[src/rtl/kp_pkg.sv]
// Shared widths and select encodings for the keypad group reader.
// Assumes two equal key groups packed into one vector, low group in the low half.
package kp_pkg;
    localparam int NIB_W   = 4;
    localparam int KEY_W   = 2 * NIB_W;
    localparam int RD_W    = 8;
    localparam int SEL_LSB = 4;
    typedef logic [1:0] grp_sel_t;
    localparam grp_sel_t SEL_NONE = 2'b11;
    localparam grp_sel_t SEL_HI   = 2'b10;
    localparam grp_sel_t SEL_LO   = 2'b01;
    localparam grp_sel_t SEL_BOTH = 2'b00;
endpackage

[src/rtl/kp_key_sync.sv]
// Multi-stage synchronizer for the asynchronous key vector.
// Assumes each key line is a slow level; no debouncing is done here.
module kp_key_sync #(
    parameter int WIDTH  = 8,
    parameter int STAGES = 2
) (
    input  logic             clk,
    input  logic             rst_n,
    input  logic [WIDTH-1:0] d_async,
    output logic [WIDTH-1:0] q_sync
);
    logic [WIDTH-1:0] stg [STAGES];

    generate
        for (genvar s = 0; s < STAGES; s++) begin : g_stage
            if (s == 0) begin : g_first
                // capture the raw lines into the first flop
                always_ff @(posedge clk) begin
                    if (!rst_n) stg[0] <= '0;
                    else        stg[0] <= d_async;
                end
            end else begin : g_next
                // shift the value down the chain
                always_ff @(posedge clk) begin
                    if (!rst_n) stg[s] <= '0;
                    else        stg[s] <= stg[s-1];
                end
            end
        end
    endgenerate

    assign q_sync = stg[STAGES-1];

    generate
        if (STAGES == 2) begin : g_chk

            sync_latency_chk: assert property (@(posedge clk) disable iff (!rst_n)
                ($past(rst_n) && $past(rst_n, 2)) |-> (q_sync == $past(d_async, 2)));
        end
    endgenerate
endmodule

[src/rtl/kp_sel_reg.sv]
// Holds the two active-low group-select bits.
// Assumes a single-byte write port; only the select field of the data is stored.
module kp_sel_reg
    import kp_pkg::*;
(
    input  logic            clk,
    input  logic            rst_n,
    input  logic            wr_en,
    input  logic [RD_W-1:0] wr_data,
    output grp_sel_t        sel_q
);
    // store the select field on a write; reset to "no group"
    always_ff @(posedge clk) begin
        if (!rst_n)     sel_q <= SEL_NONE;
        else if (wr_en) sel_q <= wr_data[SEL_LSB +: 2];
    end


    sel_reset_chk: assert property (@(posedge clk) !rst_n |=> (sel_q == SEL_NONE));

    sel_hold_chk: assert property (@(posedge clk) disable iff (!rst_n)
        !wr_en |=> $stable(sel_q));

    sel_load_chk: assert property (@(posedge clk) disable iff (!rst_n)
        wr_en |=> (sel_q == $past(wr_data[5:4])));
endmodule

[src/rtl/kp_read_mux.sv]
// Picks the enabled key group(s) and forms the active-low read byte.
// Assumes keys are active-high and select bits active-low.
module kp_read_mux
    import kp_pkg::*;
(
    input  logic             clk,
    input  logic             rst_n,
    input  grp_sel_t         sel,
    input  logic [KEY_W-1:0] keys,
    output logic [RD_W-1:0]  rd_data
);
    logic [NIB_W-1:0] lo_grp, hi_grp, picked;

    assign lo_grp = keys[NIB_W-1:0];
    assign hi_grp = keys[KEY_W-1:NIB_W];

    // merge the groups that are enabled (select bit low)
    always_comb begin
        unique case (sel)
            SEL_HI:   picked = hi_grp;
            SEL_LO:   picked = lo_grp;
            SEL_BOTH: picked = hi_grp | lo_grp;
            default:  picked = '0;
        endcase
    end

    // assemble: fixed ones on top, select echo, inverted key field
    assign rd_data = {2'b11, sel, ~picked};


    top_ones_chk: assert property (@(posedge clk) disable iff (!rst_n)
        rd_data[7:6] == 2'b11);

    none_sel_chk: assert property (@(posedge clk) disable iff (!rst_n)
        (sel == SEL_NONE) |-> (rd_data[3:0] == 4'hF));

    both_sel_chk: assert property (@(posedge clk) disable iff (!rst_n)
        (sel == SEL_BOTH) |-> (rd_data[3:0] == ~(keys[7:4] | keys[3:0])));
endmodule

[src/rtl/keypad_group_reader.sv]
// Top: synchronizes the key vector, holds the select bits, returns the read byte.
// Assumes rd_data is sampled combinationally by the bus side.
module keypad_group_reader
    import kp_pkg::*;
#(
    parameter int SYNC_STAGES = 2
) (
    input  logic            clk,
    input  logic            rst_n,
    input  logic            wr_en,
    input  logic [7:0]      wr_data,
    input  logic [7:0]      keys_raw,
    output logic [7:0]      rd_data
);
    grp_sel_t         sel_q;
    logic [KEY_W-1:0] keys_s;

    kp_key_sync #(.WIDTH(KEY_W), .STAGES(SYNC_STAGES)) i_sync (
        .clk(clk), .rst_n(rst_n), .d_async(keys_raw), .q_sync(keys_s)
    );

    kp_sel_reg i_sel (
        .clk(clk), .rst_n(rst_n), .wr_en(wr_en), .wr_data(wr_data), .sel_q(sel_q)
    );

    kp_read_mux i_mux (
        .clk(clk), .rst_n(rst_n), .sel(sel_q), .keys(keys_s), .rd_data(rd_data)
    );


    sel_echo_chk: assert property (@(posedge clk) disable iff (!rst_n)
        rd_data[5:4] == sel_q);
endmodule

[config.mk]
export PLATFORM = sky130hd
export DESIGN_NAME = keypad_group_reader
export DESIGN_NICKNAME = d
export VERILOG_FILES = /design/src/rtl/kp_pkg.sv /design/src/rtl/kp_key_sync.sv /design/src/rtl/kp_sel_reg.sv /design/src/rtl/kp_read_mux.sv /design/src/rtl/keypad_group_reader.sv
export SDC_FILE = /design/constraint.sdc
export NUM_CORES = 1
export LEC_CHECK = 0
export ABC_AREA = 0
export ABC_CLOCK_PERIOD_IN_PS = 800
export BUFFER_PORTS_ARGS = -buffer_cell sky130_fd_sc_hd__buf_2
export CORE_AREA = 2 2 41 43
export DETAILED_ROUTE_END_ITERATION = 12
export DIE_AREA = 0 0 43 45
export PLACE_DENSITY = 0.64
export SLEW_MARGIN = 20
export SYNTH_ARGS = -nofsm -noshare
export SYNTH_HDL_FRONTEND = slang
export SYNTH_SLANG_ARGS = --single-unit
[constraint.sdc]
create_clock -name clk -period 0.8 [get_ports clk]
set_input_delay 0.2 -clock clk [delete_from_list [all_inputs] [get_ports clk]]
set_output_delay 0.2 -clock clk [all_outputs]
set_load 0.02 [all_outputs]
==> flow_metrics.env, run 1 <==
export IMPL_status="complete, but fails checks"
export IMPL_failing_checks="setup timing"
export IMPL_grt_ovfl_total=0
export IMPL_timing_clock_skew_ns=0.00371
export IMPL_first_global_vias=326
export IMPL_detailroute_via_count=357
export IMPL_tritoncts="yes"
export IMPL_drtPass1Iterations=2
export IMPL_instances_no_fill=84
export IMPL_highest_signal_layer="met4"
export IMPL_synth_sequential_area_ratio=0.637
export IMPL_critical_path_max_fanout=5
export IMPL_port_buffers=18
export IMPL_num_rows=14
export IMPL_worst_ir_drop_vdd_mv=1.08
export IMPL_placedInstanceArea_um2=686
export IMPL_number_of_placed_cells_counting_well_taps=80
export IMPL_unrepaired_setup_endpoints_after_global_routing="yes"
export IMPL_routed_wl_um=799
export IMPL_cp_end_kind="output pin"
export IMPL_grt_util_all_layers=0.100
export IMPL_antenna_cells_inserted=0
export IMPL_synthMuxAreaShare=0
export IMPL_met2_wirelength_um=385
export IMPL_critPathRequiredTime_ns=0.60
export IMPL_timing_final_max_slew_violations=0
export IMPL_syn_cell_area_um2=566
export IMPL_drv_max_cap_violation_count=0
export IMPL_htreeDepth=1
export IMPL_post_synthesis_cells=48
export IMPL_first_iter_violations=2
export IMPL_min_delay_path_class="in2reg"
export IMPL_yosys_area_share_simple=0.217
export IMPL_setup_repair_bufs_after_cts=0
export IMPL_totalNegativeSetupSlack_ns=-2.01
export IMPL_layout_worst_path_cycle_share=1.50
export IMPL_r2r_cells=2
export IMPL_grt_pass1_wl_um=1330
export IMPL_avgSynthCellArea_um2=11.8
export IMPL_layout_drive_gt1_share=0.603
export IMPL_grt_max_degree=19
export IMPL_cp_data_arrival_time_ns=1.00
export IMPL_worst_r2r_startpoint="i_sel.sel_q[1]$_SDFFE_PN1P_"
export IMPL_routed_metal_1_wire_length_um=348
export IMPL_crit_path_launch="i_sel.sel_q[0]$_SDFFE_PN1P_"
export IMPL_synthesis_stage_register_bit_count=18
export IMPL_antenna_found_initial=0
export IMPL_power_per_cell_area_nw_per_um2=2100
export IMPL_layout_min_cycle_time_ns=1.20
export IMPL_worstReg2RegEnd="i_sel.sel_q[1]$_SDFFE_PN1P_"
export IMPL_detail_route_met3_wl_um=55
export IMPL_total_leakage_power_nw=0.320
export IMPL_dieWidth_um=43
export IMPL_fin_ws_ns=-0.403
export IMPL_placeableCoreArea_um2=1470
export IMPL_root_buffer="clkbuf_4"
export IMPL_finalSetupViolations=6
export IMPL_ys_warnings_count=0
export IMPL_hold_buffers=0
export IMPL_synth_compound_area_share=0.0796
export IMPL_clock_sink_count=18
export IMPL_post_synth_xor_area_fraction=0
export IMPL_hold_worst_slack_ns=0.115
export IMPL_detailed_place_hpwl_um=581
export IMPL_place_congestion=0.622
export IMPL_areaGrowthSynthToFinish_pct=29.4
export IMPL_route_detailed_wl_per_inst_um=9.51
export IMPL_ioPinCount=27
export IMPL_drc=0
export IMPL_clock_tree_buffer_depth=2
export IMPL_tritoncts_num_buffers=3
export IMPL_die_area_um2=1940
export IMPL_ant_nets=0
export IMPL_yosys_area_share_adder=0
export IMPL_worstSetupStartpointType="register"
export IMPL_worst_setup_path_endpoint="rd_data[3]"
export IMPL_initial_core_util=0.384
export IMPL_post_synthesis_cell_type_count=10
export IMPL_finalHoldViolCount=0
export IMPL_utilization=0.497
export IMPL_vias_per_cell=4.25
export IMPL_clk_latency_ns=0.28
export IMPL_final_cell_area_um2=732
export IMPL_floorplan_die_height_um=45
export IMPL_main_combinational_cell_family_by_area_after_synthesis="simple AND/OR/NAND/NOR gates"
export IMPL_fmax_mhz=832
export IMPL_cts_reportedPaths_clkPinSlew_ns=0.10
export IMPL_worst_r2r_setup_slack_ns=0.15
export IMPL_nets=88
export IMPL_critical_path_class="reg2out"
-- registers in the layout, summed over array words and instances, names as in the netlist --
register and flops:
i_sync.stg 16, i_sel.sel_q 2
-- cells in the final DEF, fill, tap and decap left out --
master    count
o211ai_1      2
clkinv_1      1
nand2_1       2
inv_4         2
and2_2       12
buf_4         3
buf_6         2
clkbuf_4      3
dfxtp_4       2
dfxtp_1      16
buf_2        13
conb_1        2
a22oi_2       4
and2_1        4
-- critical path, cell delays in order (launching register included) --
cell and delay (ns):
dfxtp_4 0.37, inv_4 0.05, a22oi_2 0.14, buf_4 0.16
-- worst min-delay path by stage --
stage                      startpoint                     endpoint  slack (ns)  cells past startpoint
after floorplan                 wr_en  i_sel.sel_q[1]$_SDFFE_PN1P_        0.31                      1
after CTS                 keys_raw[4]  i_sync.stg[0][4]$_SDFF_PN0_        0.11                      2
after global routing      keys_raw[1]  i_sync.stg[0][1]$_SDFF_PN0_        0.11                      2
after global placement    keys_raw[6]  i_sync.stg[0][6]$_SDFF_PN0_        0.41                      2
final                     keys_raw[6]  i_sync.stg[0][6]$_SDFF_PN0_        0.12                      2
after detailed placement  keys_raw[4]  i_sync.stg[0][4]$_SDFF_PN0_        0.41                      2
-- synth_stat cells --
library cell / n / area share
dfxtp_1: 18 / 0.64
and2_2: 12 / 0.16
a22oi_1: 4 / 0.053
and2_1: 4 / 0.044
buf_4: 2 / 0.027
inv_1: 2 / 0.013
nand2_1: 2 / 0.013
o211ai_1: 2 / 0.027
buf_6: 1 / 0.020
conb_1: 1 / 0.0066
-- power breakdown --
part	switching [mW]	total [mW]	internal [mW]
Combinational	0.0714	0.144	0.0730
Clock	0.257	0.438	0.181
Sequential	0.0168	0.955	0.938
-- cell families (layout without fill, tap and decap cells) --
group | Yosys count | after routing
AOI/OAI and AO/OA | 6 | 6
other | 1 | 2
DFF | 18 | 18
buffers and inverters | 5 | 24
and+or+nand+nor | 18 | 18
-- area by class of cell --
cell class	count	area, um^2
clock buffers	3	22.5
clock inverters	1	3.75
fillers	150	739
inverters	2	12.5
multi-input cells	26	195
flip-flops and latches	18	368
well taps	16	20.0
repair buffers	18	110
-- layer usage --
metal  vias to the layer above  track usage
li1                        189            -
met1                       154        0.111
met2                        12        0.152
met3                         2       0.0240
met4                         0        0.109
met5                         -            0
-- per-stage QoR --
stage | setup WS [ns] | total power, mW
floorplan | -0.124 | 1.07
global placement | -0.136 | 1.11
detailed placement | -0.135 | 1.12
CTS | -0.423 | 1.55
global route | -0.480 | 1.63
finish | -0.403 | 1.54
-- timing repair --
action / 4_1_cts / 5_1_grt
endpoints found under the setup margin: 6 / 6
pin swaps: 2 / 0
resized for setup: 4 / 3
(Power assumes the default switching activity.)
==> run 2: changes to the inputs <==
--- a/config.mk
+++ b/config.mk
@@ -12,6 +12,7 @@
 export DETAILED_ROUTE_END_ITERATION = 12
 export DIE_AREA = 0 0 43 45
 export PLACE_DENSITY = 0.64
+export REMOVE_ABC_BUFFERS = 1
 export SLEW_MARGIN = 20
 export SYNTH_ARGS = -nofsm -noshare
 export SYNTH_HDL_FRONTEND = slang
==> run 2 against run 1 <==
Compared with the run above: the run still ends with setup timing left; sequential power about the same; hold slack worse by 0.0031 ns; flip-flop and latch count unchanged; critical path depth is the same; final area grew 0.68%; critical endpoint is now rd_data[1].
==> flow_metrics.env, run 2 (synthesized netlist as in run 1, its figures left out) <==
export IMPL_placeableCoreArea_um2=1470
export IMPL_utilization=0.501
export IMPL_port_buffers=18
export IMPL_root_buffer="clkbuf_4"
export IMPL_fin_ws_ns=-0.412
export IMPL_placedInstanceArea_um2=653
export IMPL_clkPwrFrac=0.330
export IMPL_first_global_vias=349
export IMPL_worst_r2r_setup_slack_ns=0.12
export IMPL_r2r_cells=2
export IMPL_fmax_mhz=825
export IMPL_setup_repair_bufs_after_cts=0
export IMPL_cell_internal_pwr_mw=1.29
export IMPL_layout_min_cycle_time_ns=1.21
export IMPL_tritoncts_num_buffers=3
export IMPL_detailed_place_hpwl_um=554
export IMPL_timing_final_max_slew_violations=0
export IMPL_grt_max_degree=19
export IMPL_drc=0
export IMPL_areaGrowthSynthToFinish_pct=30.3
export IMPL_grt_pass1_wl_um=1370
export IMPL_finalSetupViolations=6
export IMPL_total_leakage_power_nw=0.327
export IMPL_drv_max_cap_violation_count=0
export IMPL_ant_nets=0
export IMPL_layout_drive_gt1_share=0.618
export IMPL_power_per_cell_area_nw_per_um2=2230
export IMPL_worstReg2RegEnd="i_sel.sel_q[1]$_SDFFE_PN1P_"
export IMPL_nets=88
export IMPL_seq_power_share=0.582
export IMPL_min_delay_path_class="in2reg"
export IMPL_critPathRequiredTime_ns=0.60
export IMPL_die_area_um2=1940
export IMPL_floorplan_die_height_um=45
export IMPL_drtPass1Iterations=1
export IMPL_detailroute_via_count=366
export IMPL_layout_worst_path_cycle_share=1.52
export IMPL_critical_path_class="reg2out"
export IMPL_ioPinCount=27
export IMPL_instances_no_fill=84
export IMPL_htreeDepth=1
export IMPL_worst_setup_path_endpoint="rd_data[1]"
export IMPL_combPwrFrac=0.089
export IMPL_timing_clock_skew_ns=0.00269
export IMPL_failing_checks="setup timing"
export IMPL_cp_end_kind="output pin"
export IMPL_totalNegativeSetupSlack_ns=-1.95
export IMPL_grt_util_all_layers=0.0994
export IMPL_worst_r2r_startpoint="i_sel.sel_q[1]$_SDFFE_PN1P_"
export IMPL_antenna_found_initial=0
export IMPL_cts_reportedPaths_clkPinSlew_ns=0.10
export IMPL_route_detailed_wl_per_inst_um=9.27
export IMPL_tritoncts="yes"
export IMPL_largest_registers="i_sync.stg x16, i_sel.sel_q x2"
export IMPL_grt_ovfl_total=0
export IMPL_commonest_cells_after_routing_fill_and_taps_aside="dfxtp_1 (16), and2_2 (12), buf_2 (12)"
export IMPL_worst_ir_drop_vdd_mv=1.08
export IMPL_power_switching_share=0.214
export IMPL_critical_path_max_fanout=5
export IMPL_status="complete, but fails checks"
export IMPL_place_congestion=0.577
export IMPL_layout_cells_most_common="dfxtp_1"
export IMPL_clock_sink_count=18
export IMPL_largest_reg_flops=16
export IMPL_cp_data_arrival_time_ns=1.01
export IMPL_worstSetupStartpointType="register"
export IMPL_dieWidth_um=43
export IMPL_first_iter_violations=0
export IMPL_antenna_cells_inserted=0
export IMPL_crit_path_launch="i_sel.sel_q[0]$_SDFFE_PN1P_"
export IMPL_p_switching_mw=0.352
export IMPL_routed_wl_um=779
export IMPL_clock_tree_buffer_depth=2
export IMPL_final_cell_area_um2=737
export IMPL_number_of_placed_cells_counting_well_taps=80
export IMPL_num_rows=14
export IMPL_initial_core_util=0.384
export IMPL_regMostFlops="i_sync.stg"
export IMPL_clk_latency_ns=0.28
export IMPL_vias_per_cell=4.36
export IMPL_finalHoldViolCount=0
export IMPL_unrepaired_setup_endpoints_after_global_routing="yes"
export IMPL_place_worst_setup_slack_ns=-0.171
run 2: cell count changes in the layout (fill, tap and decap cells not counted):
cell      previous run  this run
clkbuf_8             0         1
dfxtp_2              0         2
dfxtp_4              2         0
inv_4                2         1
clkinv_1             1         0
buf_2               13        12
inv_2                0         1
buf_4                3         4
run 2: how the worst min path moves through the flow:
stage,slack [ns],from,endpoint,cells past startpoint
2_1_floorplan,0.30,rst_n,i_sel.sel_q[0]$_SDFFE_PN1P_,1
3_3_place_gp,0.40,keys_raw[5],i_sync.stg[0][5]$_SDFF_PN0_,2
3_5_place_dp,0.41,keys_raw[5],i_sync.stg[0][5]$_SDFF_PN0_,2
4_1_cts,0.10,keys_raw[5],i_sync.stg[0][5]$_SDFF_PN0_,2
5_1_grt,0.10,keys_raw[3],i_sync.stg[0][3]$_SDFF_PN0_,2
6_report,0.11,keys_raw[5],i_sync.stg[0][5]$_SDFF_PN0_,2
run 2: what timing repair did:
item | in CTS | in global routing
setup endpoints to repair | 6 | 6
resized for setup | 9 | 8
pin swaps | 1 | 1
hold buffers | 0 | 0
run 2: power groups by stage:
stage / Sequential, mW / Combinational, mW / Clock, mW
after floorplan: 0.978 / 0.0632 / 0
after global placement: 0.970 / 0.127 / 0
after detailed placement: 0.971 / 0.129 / 0
after CTS: 0.955 / 0.137 / 0.566
after global routing: 0.963 / 0.161 / 0.612
final: 0.957 / 0.146 / 0.542
run 2: area by class of cell:
type / instances / area, um^2
clock buffer: 4 / 36.3
fill: 148 / 734
inverter: 2 / 10.0
multi-input combinational: 26 / 195
sequential: 18 / 363
tap: 16 / 20.0
timing repair buffer: 18 / 113
run 2: critical path, stage by stage, from the launching register on:
cell and delay, ns:
dfxtp_2 0.36, inv_4 0.05, a22oi_2 0.17, buf_6 0.14
run 2: metrics by stage:
step / hold WS (ns) / total power, mW
floorplan: 0.299 / 1.04
CTS: 0.100 / 1.66
global placement: 0.405 / 1.10
detailed placement: 0.410 / 1.10
finish: 0.112 / 1.64
global route: 0.103 / 1.74
run 2: per-layer routing:
| layer | vias up | track usage | wire length [um] |
|---|---|---|---|
| met3 | 0 | 0.0360 | 42 |
| met1 | 166 | 0.116 | 338 |
| li1 | 189 | - | - |
| met2 | 11 | 0.152 | 397 |
| met4 | 0 | 0.0727 | 0 |
| met5 | - | 0 | 0 |
